$ cat src/rtl/ldst_pkg.sv
package ldst_pkg;
  localparam int DATA_W = 32;
  localparam int LANES  = DATA_W / 8;
  localparam int OFF_W  = $clog2(LANES);

  typedef enum logic [1:0] {
    ACC_BYTE = 2'b00,
    ACC_HALF = 2'b01,
    ACC_WORD = 2'b10,
    ACC_WIDE = 2'b11
  } acc_size_e;

  function automatic logic is_word(acc_size_e sz);
    return (sz == ACC_WORD) || (sz == ACC_WIDE);
  endfunction

  // lane i (bits DATA_W-1-8i) is enabled for this size and offset
  function automatic logic lane_hit(acc_size_e sz, logic [OFF_W-1:0] off, int lane);
    logic [OFF_W-1:0] ln;
    ln = OFF_W'(lane);
    case (sz)
      ACC_BYTE: return off == ln;
      ACC_HALF: return off[OFF_W-1] == ln[OFF_W-1];
      default:  return 1'b1;
    endcase
  endfunction
endpackage

$ cat src/rtl/ldst_addr_gen.sv
module ldst_addr_gen
  import ldst_pkg::*;
#(
  parameter int ADDR_W = 32,
  parameter int IMM_W  = 16
) (
  input  logic [ADDR_W-1:0] base_val,
  input  logic [ADDR_W-1:0] off_reg,
  input  logic [IMM_W-1:0]  off_imm,
  input  logic              use_imm,
  input  acc_size_e         size,
  output logic [ADDR_W-1:0] ea_raw,
  output logic [ADDR_W-1:0] ea_aligned
);
  localparam int EXT_W = ADDR_W - IMM_W;

  function automatic logic [ADDR_W-1:0] sext_imm(logic [IMM_W-1:0] v);
    return {{EXT_W{v[IMM_W-1]}}, v};
  endfunction

  function automatic logic [ADDR_W-1:0] align(logic [ADDR_W-1:0] a, acc_size_e sz);
    logic [ADDR_W-1:0] r;
    r = a;
    if (sz == ACC_HALF) r[0] = 1'b0;
    if (is_word(sz)) r[1:0] = 2'b00;
    return r;
  endfunction

  logic [ADDR_W-1:0] offset;

  always_comb begin
    offset     = use_imm ? sext_imm(off_imm) : off_reg;
    ea_raw     = base_val + offset;
    ea_aligned = align(ea_raw, size);
  end
endmodule

$ cat src/rtl/ldst_store_lane.sv
module ldst_store_lane
  import ldst_pkg::*;
(
  input  logic               active,
  input  logic               is_store,
  input  acc_size_e          size,
  input  logic [OFF_W-1:0]   off,
  input  logic [DATA_W-1:0]  sdata,
  output logic [LANES-1:0]   be,
  output logic [DATA_W-1:0]  wdata
);
  for (genvar i = 0; i < LANES; i++) begin : g_lane
    localparam int HI = DATA_W - 1 - 8 * i;
    logic [7:0] lane_byte;
    always_comb begin
      case (size)
        ACC_BYTE: lane_byte = sdata[7:0];
        ACC_HALF: lane_byte = (i % 2 == 1) ? sdata[7:0] : sdata[15:8];
        default:  lane_byte = sdata[HI -: 8];
      endcase
    end
    assign be[LANES-1-i]   = active & lane_hit(size, off, i);
    assign wdata[HI -: 8]  = (active & is_store) ? lane_byte : 8'h00;
  end
endmodule

$ cat src/rtl/ldst_load_extract.sv
module ldst_load_extract
  import ldst_pkg::*;
(
  input  logic              clk,
  input  logic              rst_n,
  input  logic              load_fire,
  input  acc_size_e         size,
  input  logic [OFF_W-1:0]  off,
  input  logic [DATA_W-1:0] rdata,
  output logic              ld_valid,
  output acc_size_e         cap_size,
  output logic [DATA_W-1:0] ld_data
);
  logic [OFF_W-1:0] cap_off;
  logic [7:0]       lane_byte [LANES];
  logic [DATA_W-1:0] picked;

  always_ff @(posedge clk) begin
    if (!rst_n) begin
      ld_valid <= 1'b0;
      cap_size <= ACC_BYTE;
      cap_off  <= '0;
    end else begin
      ld_valid <= load_fire;
      if (load_fire) begin
        cap_size <= size;
        cap_off  <= off;
      end
    end
  end

  for (genvar i = 0; i < LANES; i++) begin : g_split
    assign lane_byte[i] = rdata[DATA_W-1-8*i -: 8];
  end

  always_comb begin
    case (cap_size)
      ACC_BYTE: picked = {{(DATA_W-8){1'b0}}, lane_byte[cap_off]};
      ACC_HALF: picked = {{(DATA_W-16){1'b0}},
                          lane_byte[{cap_off[OFF_W-1], 1'b0}],
                          lane_byte[{cap_off[OFF_W-1], 1'b1}]};
      default:  picked = rdata;
    endcase
    ld_data = ld_valid ? picked : '0;
  end
endmodule

$ cat src/rtl/ldst_lane_unit.sv
module ldst_lane_unit
  import ldst_pkg::*;
#(
  parameter int ADDR_W = 32,
  parameter int IMM_W  = 16
) (
  input  logic              clk,
  input  logic              rst_n,
  input  logic              req_valid,
  input  logic              req_store,
  input  logic [1:0]        req_size,
  input  logic              use_imm,
  input  logic [ADDR_W-1:0] base_val,
  input  logic [ADDR_W-1:0] off_reg,
  input  logic [IMM_W-1:0]  off_imm,
  input  logic [DATA_W-1:0] store_data,
  input  logic [DATA_W-1:0] mem_rdata,
  output logic              mem_req,
  output logic              mem_we,
  output logic [ADDR_W-1:0] mem_addr,
  output logic [LANES-1:0]  mem_be,
  output logic [DATA_W-1:0] mem_wdata,
  output logic              ld_valid,
  output logic [DATA_W-1:0] ld_data
);
  acc_size_e         size_e;
  acc_size_e         ld_size_q;
  logic [ADDR_W-1:0] ea_raw;
  logic [ADDR_W-1:0] ea_aligned;
  logic [OFF_W-1:0]  low_off;
  logic              load_fire;

  assign size_e    = acc_size_e'(req_size);
  assign low_off   = ea_raw[OFF_W-1:0];
  assign load_fire = req_valid & ~req_store;
  assign mem_req   = req_valid;
  assign mem_we    = req_valid & req_store;
  assign mem_addr  = ea_aligned;

  ldst_addr_gen #(.ADDR_W(ADDR_W), .IMM_W(IMM_W)) u_addr (
    .base_val(base_val), .off_reg(off_reg), .off_imm(off_imm),
    .use_imm(use_imm), .size(size_e),
    .ea_raw(ea_raw), .ea_aligned(ea_aligned)
  );

  ldst_store_lane u_store (
    .active(req_valid), .is_store(req_store), .size(size_e),
    .off(low_off), .sdata(store_data), .be(mem_be), .wdata(mem_wdata)
  );

  ldst_load_extract u_load (
    .clk(clk), .rst_n(rst_n), .load_fire(load_fire), .size(size_e),
    .off(low_off), .rdata(mem_rdata), .ld_valid(ld_valid),
    .cap_size(ld_size_q), .ld_data(ld_data)
  );
endmodule

$ cat config.mk
export PLATFORM = sky130hd
export DESIGN_NAME = ldst_lane_unit
export DESIGN_NICKNAME = d
export VERILOG_FILES = /design/src/rtl/ldst_pkg.sv /design/src/rtl/ldst_addr_gen.sv /design/src/rtl/ldst_store_lane.sv /design/src/rtl/ldst_load_extract.sv /design/src/rtl/ldst_lane_unit.sv
export SDC_FILE = /design/constraint.sdc
export NUM_CORES = 1
export LEC_CHECK = 0
export ABC_AREA = 0
export CAP_MARGIN = 20
export CORE_MARGIN = 10
export CORE_UTILIZATION = 39
export DETAILED_ROUTE_END_ITERATION = 6
export GPL_ROUTABILITY_DRIVEN = 1
export PLACE_DENSITY_LB_ADDON = 0.2
export SYNTH_ARGS = -nofsm -noshare
export SYNTH_HDL_FRONTEND = slang
export SYNTH_SLANG_ARGS = --single-unit
$ cat constraint.sdc
create_clock -name clk -period 6.2 [get_ports clk]
set_input_delay 0.93 -clock clk [delete_from_list [all_inputs] [get_ports clk]]
set_output_delay 0.93 -clock clk [all_outputs]
set_load 0.02 [all_outputs]
# After elaboration in Yosys (flattened, before gate mapping)
# Index checks and enable logic that the tools add are counted.
# totals
reg_bits	5
latchBits	0
mem_bits_rw	0
romBits	0
n_memories	0
# classes
add_sub_neg	1
mul	0
div	0
magnitude_cmp	3
eq_ne	7
shifts	0
n_mux	25
bitwise	11
n_reduce_logical	5
# op_table
operator	n
2-to-1 mux 8 bit	12
2-to-1 mux 32 bit	2
case mux 32 bit (2 select lines)	1
binary-select mux 8 bit (select 2 bit)	3
adder 32 bit	1
case mux 8 bit (2 select lines)	1
>= comparator 3 bit (second input constant)	3
NOT 2 -> 3 bit	3
== test 2 bit (second input constant)	4
case mux 1 bit (2 select lines)	4
AND 1 bit	6
== test 2 x 1 -> 1 bit (second input constant)	3
zero test 2 bit	3
2-to-1 mux 2 bit	1
NOT 1 bit	2
OR reduction 2 bit	1
logical OR 1 bit	1
2-to-1 mux 1 bit	1

# Logic depth before layout (Yosys ltp)
# Gate-level depths: netlist of the first run.
# depth
depth_word	6
depth_mapped	14
ltp_nobuf	11

# By module
# Synthesis of the first run repeated with hierarchy kept, for this count alone.
# unflattened
cells_unflattened	525
area_unflattened_um2	3783.6
# by_module_without_submodules
mod	n_inst	cells_per_inst	area_per_inst_um2	seq_area_each_um2
ldst_addr_gen	1	325	2418.6	0.0
ldst_load_extract	1	104	739.5	100.1
ldst_store_lane	1	93	601.8	0.0
ldst_lane_unit	1	3	23.8	0.0

# Worst setup path before layout of the first run
# No wires, ideal clock.
# synth_path
kind	input to output
from	input use_imm
to	output mem_addr[29]
arrival_time_ns	3.829
slack_ns	1.441
cell_stages	12
n_path_buf	3
cell_sequence	clkbuf_1 -> clkbuf_1 -> mux2_2 -> ha_1 -> o211ai_1 -> o211ai_2 -> a31oi_2 -> o2111ai_2 -> a41oi_2 -> or4b_1 -> nand4_1 -> buf_4
# synth_via
elab_chain_len	2
# synth_rtl
item	line	rtl
start: declaration	ldst_lane_unit.sv:12	input logic use_imm,
2-to-1 mux 32 bit	ldst_addr_gen.sv:32	offset = use_imm ? sext_imm(off_imm) : off_reg;
adder 32 bit	ldst_addr_gen.sv:33	ea_raw = base_val + offset;
end: declaration	ldst_lane_unit.sv:20	output logic [ADDR_W-1:0] mem_addr,
# No other way between the ends.

# Worst setup path after layout of the first run
# Ends and elaborated chain as after synthesis.

==> flow_metrics.env, run 1 <==
export IMPL_outcome="complete, no violations"
export IMPL_antenna_left=0
export IMPL_async_flop_share_pct=0
export IMPL_io_pins=254
export IMPL_setup_viol=0
export IMPL_multi_input_area_sq_um=3050
export IMPL_grt_pass1_vias=4652
export IMPL_crit_path_start_kind="primary input"
export IMPL_synth_distinct_cells=57
export IMPL_filler_cell_count=790
export IMPL_drc=0
export IMPL_start_util_pct=40.5
export IMPL_rrSetupSlack_ps=4850
export IMPL_wl_per_cell_um=18.5
export IMPL_root_buffer="clkbuf_8"
export IMPL_grt_ovfl_total=0
export IMPL_hp_class="flop to flop"
export IMPL_track_usage_pct=21.4
export IMPL_synth_fp_nets=724
export IMPL_reg2reg_to="u_load.cap_size[1]"
export IMPL_clk_insertion_delay_late_ps=220
export IMPL_gp_congestion=0.905
export IMPL_cts_resized=0
export IMPL_clockBufferDepth=2
export IMPL_synthTopCellsByArea="ha_1 11%, a21oi_1 7.4%, buf_4 6.5%, mux2i_1 6.4%, nor2_1 5.4%"
export IMPL_h_tree_depth=1
export IMPL_diodes=0
export IMPL_layoutNonFillerInstCount=847
export IMPL_die_w_um=116
export IMPL_powerDensity_nw_per_um2=131
export IMPL_cts_clk_slew_worst_paths_ps=30
export IMPL_synth_edf_count=0
export IMPL_period_share_pct=92.0
export IMPL_clock_sinks=5
export IMPL_dp_cells=843
export IMPL_vias=4657
export IMPL_num_rows=34
export IMPL_ir_drop_v=0.000112
export IMPL_end_kind="primary output"
export IMPL_seqCellArea_sq_um=100
export IMPL_mostFrequentLayoutCell="clkdlybuf4s50_1"
export IMPL_slew_violations=0
export IMPL_worst_clock_skew_ps=0
export IMPL_timing_setup_tns_ps=0
export IMPL_fp_coreArea_sq_um=8850
export IMPL_die_y_um=116
export IMPL_post_cts_buffers=0
export IMPL_avgViaCountPerCell=5.50
export IMPL_dr_pass1_iters=4
export IMPL_tritoncts="yes"
export IMPL_critPathMaxFanout=33
export IMPL_cp_arrival_ps=4780
export IMPL_antenna_found_initial=0
export IMPL_fin_crit_ps=5710
export IMPL_netlist_area_sq_um=3580
export IMPL_port_buffers=253
export IMPL_startpoint="use_imm"
export IMPL_synth_avg_cell_area_sq_um=6.63
export IMPL_fmax_ghz=0.175
export IMPL_yosysWarnings=0
export IMPL_grt_max_degree=37
export IMPL_wirelength_um=15700
export IMPL_yosysTopAreaCellShare_pct=10.8
export IMPL_hold_depth=2
export IMPL_grt_pass1_wl_um=23700
export IMPL_max_slew_margin_pct=33.8
export IMPL_area_growth_pct=66.8
export IMPL_rsz0062_at_grt="no"
export IMPL_layout_common_cells="253 x clkdlybuf4s50_1, 53 x a21oi_1, 52 x nor2_1"
export IMPL_dieArea_sq_um=13400
export IMPL_reg2reg_depth=2
export IMPL_path_class="primary input to primary output"
export IMPL_hold_violations=0
export IMPL_yosysSeqAreaShare_pct=2.79
export IMPL_cts_inserted_buffers=3
export IMPL_num_nets_final=923
export IMPL_yosys_area_top_type="ha_1"
export IMPL_timing_rr_start="u_load.cap_size[1]"
export IMPL_min_to="u_load.cap_off[0]"
export IMPL_maxCapViolations=0
export IMPL_drt_initial_drc_count=232
export IMPL_final_layout_size_suffix_gt1_share_pct=4.74
export IMPL_synth_cells=541
export IMPL_hpwl_um=13200
export IMPL_worstPathRequired_ps=5270
export IMPL_ys_ff_latch=5
export IMPL_min_from="u_load.cap_off[0]"
export IMPL_worst_slew_pin_slew_ps=992
export IMPL_synth_ff_type="dfxtp_1"
export IMPL_hold_buffers=0
export IMPL_leakage_uw=0.00250
## cell type report
type                    instances  area share, %
clock buffers                   4          0.753
inverters                      24           1.51
multi-input cells             451           51.0
flip-flops and latches          5           1.67
well taps                     108           2.26
repair buffers                255           42.8
## worst max path at each step
| stage | endpoint | cells past startpoint | slack, ps |
|---|---|---|---|
| floorplan | mem_addr[29] | 12 | 1440 |
| global placement | mem_addr[29] | 13 | 620 |
| detailed placement | mem_addr[29] | 13 | 480 |
| CTS | mem_addr[29] | 13 | 480 |
| global route | mem_addr[29] | 13 | 190 |
| finish | mem_addr[29] | 13 | 490 |
## flip-flops by register name (all words and copies together) (netlist names)
register	flops
u_load.cap_size	2
u_load.ld_valid	1
u_load.cap_off	2
## logic make-up (layout without fill, tap and decap cells)
logic type,after synthesis,count (layout),synth area share (%)
AO/OA/AOI/OAI,165,165,30.1
XOR/XNOR,28,28,6.84
adder cells (fa/ha/maj),32,32,11.4
buffers and inverters,85,283,12.2
flip-flops,5,5,2.79
multiplexers,37,37,10.8
AND/OR/NAND/NOR,189,189,25.9
## cells in the mapped netlist, drive strengths merged, types with 2 or more instances
cell / number
a21oi: 55
nor2: 52
nand2: 50
o21ai: 38
buf: 36
ha: 31
and3: 25
clkbuf: 25
inv: 24
mux2i: 23
xnor2: 16
nor2b: 15
mux2: 14
and2: 12
xor2: 12
a21o: 10
a31oi: 10
a211oi: 8
a22o: 8
a22oi: 8
nand3: 8
nor3: 7
o21a: 7
dfxtp: 5
nand4: 5
o211ai: 5
nand2b: 3
nand4b: 3
o221a: 3
or2: 3
a41oi: 2
o2111ai: 2
o21bai: 2
o31ai: 2
## critical path, cell delays in order
cell and delay (ps):
clkdlybuf4s50_1 450, buf_12 190, nand2_1 340, o21ai_0 180
ha_1 440, a21oi_2 170, o21ai_1 150, a211oi_4 240
o2111ai_2 160, a41oi_2 320, or4b_1 460, nand4_1 110
clkdlybuf4s50_1 630
## per-stage QoR
stage	instance area (sq um)	total power [uW]	utilization [%]	hold WS (ps)	setup slack, ps
2_1_floorplan	3580	488	-	498	1440
3_3_place_gp	5930	712	67.1	529	622
3_5_place_dp	5930	721	67.1	544	478
4_1_cts	5980	786	67.6	550	478
5_1_grt	5980	837	67.6	587	194
6_report	5980	782	67.6	539	495
## routing by layer
layer	track usage (%)	share of wire, %
met3	5.84	8.5
met4	3.59	1.2
met2	42.7	53
met5	0	0
met1	21.9	37
## power by group
part	total [uW]	internal, uW	switching [uW]	leakage [uW]
registers	43.1	34.2	8.93	0.0000410
clock network	58.9	44.0	14.9	0.0000228
logic	680	341	339	0.00244
No activity file was read; power rests on OpenSTA's default activity.
==> inputs of run 2 (changes only) <==
Settings changed: RECOVER_POWER from default to 25.
==> run 2 against run 1 <==
First-iteration DRC count decreased by 3.0%. Combinational power about the same. Power fell by 0.11%. Clock-buffer cell count did not move. Die area did not move. Global-route usage did not move. Hold slack hardly changed. Core utilization unchanged. Largest cell class unchanged. Largest power group unchanged.
==> flow_metrics.env, run 2 (synthesized netlist as in run 1, its figures left out) <==
export IMPL_outcome="complete, no violations"
export IMPL_die_w_um=116
export IMPL_utilization_pct=67.6
export IMPL_end_kind="primary output"
export IMPL_layoutNonFillerInstCount=847
export IMPL_final_layout_size_suffix_gt1_share_pct=4.74
export IMPL_grt_max_degree=37
export IMPL_setup_viol=0
export IMPL_track_usage_pct=21.4
export IMPL_wl_per_cell_um=18.5
export IMPL_ir_drop_v=0.000112
export IMPL_cts_inserted_buffers=3
export IMPL_max_slew_margin_pct=34.5
export IMPL_clock_sinks=5
export IMPL_h_tree_depth=1
export IMPL_cpMostUsedCell="clkdlybuf4s50_1"
export IMPL_area_growth_pct=66.8
export IMPL_hp_class="flop to flop"
export IMPL_hpwl_um=13200
export IMPL_hold_violations=0
export IMPL_vias=4684
export IMPL_top_regs="u_load.cap_off x2, u_load.cap_size x2, u_load.ld_valid x1"
export IMPL_worst_slew_pin_slew_ps=981
export IMPL_diodes=0
export IMPL_clk_insertion_delay_late_ps=220
export IMPL_critPathMaxFanout=33
export IMPL_wirelength_um=15700
export IMPL_wirelength_met1_um=5800
export IMPL_clockBufferDepth=2
export IMPL_leakage_uw=0.00258
export IMPL_drc=0
export IMPL_dieArea_sq_um=13400
export IMPL_num_rows=34
export IMPL_top_layer_used="met4"
export IMPL_die_y_um=116
export IMPL_timing_setup_tns_ps=0
export IMPL_period_share_pct=92.0
export IMPL_slew_violations=0
export IMPL_worst_clock_skew_ps=0
export IMPL_io_pins=254
export IMPL_slowest_delay_ps=630
export IMPL_hold_buffers=0
export IMPL_wl_met3_um=1350
export IMPL_cts_clk_slew_worst_paths_ps=30
export IMPL_met2_length_um=8370
export IMPL_dp_cells=843
export IMPL_crit_path_start_kind="primary input"
export IMPL_tritoncts="yes"
export IMPL_start_util_pct=40.5
export IMPL_antenna_found_initial=0
export IMPL_mostFrequentLayoutCell="clkdlybuf4s50_1"
export IMPL_filler_cell_count=790
export IMPL_layout_common_cells="230 x clkdlybuf4s50_1, 53 x a21oi_1, 52 x nor2_1"
export IMPL_setup_ws_ps=499
export IMPL_avgViaCountPerCell=5.53
export IMPL_grt_pass1_wl_um=23700
export IMPL_rsz0062_at_grt="no"
export IMPL_antenna_left=0
export IMPL_cp_slowest_cell="clkdlybuf4s50_1"
export IMPL_grt_pass1_vias=4652
export IMPL_grt_ovfl_total=0
export IMPL_root_buffer="clkbuf_8"
export IMPL_powerDensity_nw_per_um2=131
export IMPL_gp_congestion=0.905
export IMPL_maxCapViolations=0
export IMPL_worstPathRequired_ps=5270
export IMPL_cts_resized=0
export IMPL_path_cells="clkdlybuf4s50_1 > buf_12 > nand2_1 > o21ai_0 > ha_1 > a21oi_2 > o21ai_1 > a211oi_4 > o2111ai_2 > a41oi_2 > or4b_1 > nand4_1 > clkdlybuf4s50_1"
export IMPL_post_cts_buffers=0
export IMPL_cp_arrival_ps=4770
export IMPL_fmax_ghz=0.175
export IMPL_path_class="primary input to primary output"
export IMPL_fin_crit_ps=5700
export IMPL_drt_initial_drc_count=225
export IMPL_dr_pass1_iters=5
export IMPL_fp_coreArea_sq_um=8850
export IMPL_num_nets_final=923
export IMPL_place_ws_ps=478
export IMPL_port_buffers=253
[run 2: changes by cell type in the layout (fill, tap and decap cells not counted)]
cell	previous run	this run
dlygate4sd3_1	0	23
clkdlybuf4s50_1	253	230
[run 2: critical path: cells and delay by family]
kind            cells  cell delay, ps
buf+inv             3            1270
fa+ha+maj           1             440
simple gates        3             910
compound gates      6            1220
[run 2: final timing paths]
path	start	end	slack, ps	cells past startpoint
max	use_imm	mem_addr[29]	500	13
min	u_load.cap_off[0]	u_load.cap_off[0]	540	2
max reg2reg	u_load.cap_size[1]	u_load.cap_size[1]	4860	2
min reg2reg	u_load.cap_off[0]	u_load.cap_off[0]	540	2
[run 2: metal layers]
| metal | GRT usage (%) | up-vias |
|---|---|---|
| li1 | - | 2315 |
| met1 | 21.9 | 2152 |
| met2 | 42.7 | 205 |
| met3 | 5.84 | 12 |
| met4 | 3.59 | 0 |
| met5 | 0 | - |
[run 2: where the power goes]
group	total (uW)	switching, uW	internal [uW]	leakage, uW
Clock	58.9	14.8	44.0	0.0000228
Combinational	679	340	340	0.00251
Sequential	43.1	8.91	34.2	0.0000410
Total	781	363	418	0.00258
[run 2: area by class of cell]
type	count	area, sq um	share of cell area, %
clock buffers	4	45.0	0.753
inverters	24	90.1	1.51
multi-input cells	451	3050	51.0
flip-flops and latches	5	100	1.67
well taps	108	135	2.26
repair buffers	255	2560	42.8
[run 2: metrics by stage]
stage          hold WS, ps  power, uW  area (sq um)
2_1_floorplan          498        488          3580
4_1_cts                550        786          5980
6_report               539        781          5980
5_1_grt                587        836          5980
3_3_place_gp           529        712          5930
3_5_place_dp           544        721          5930
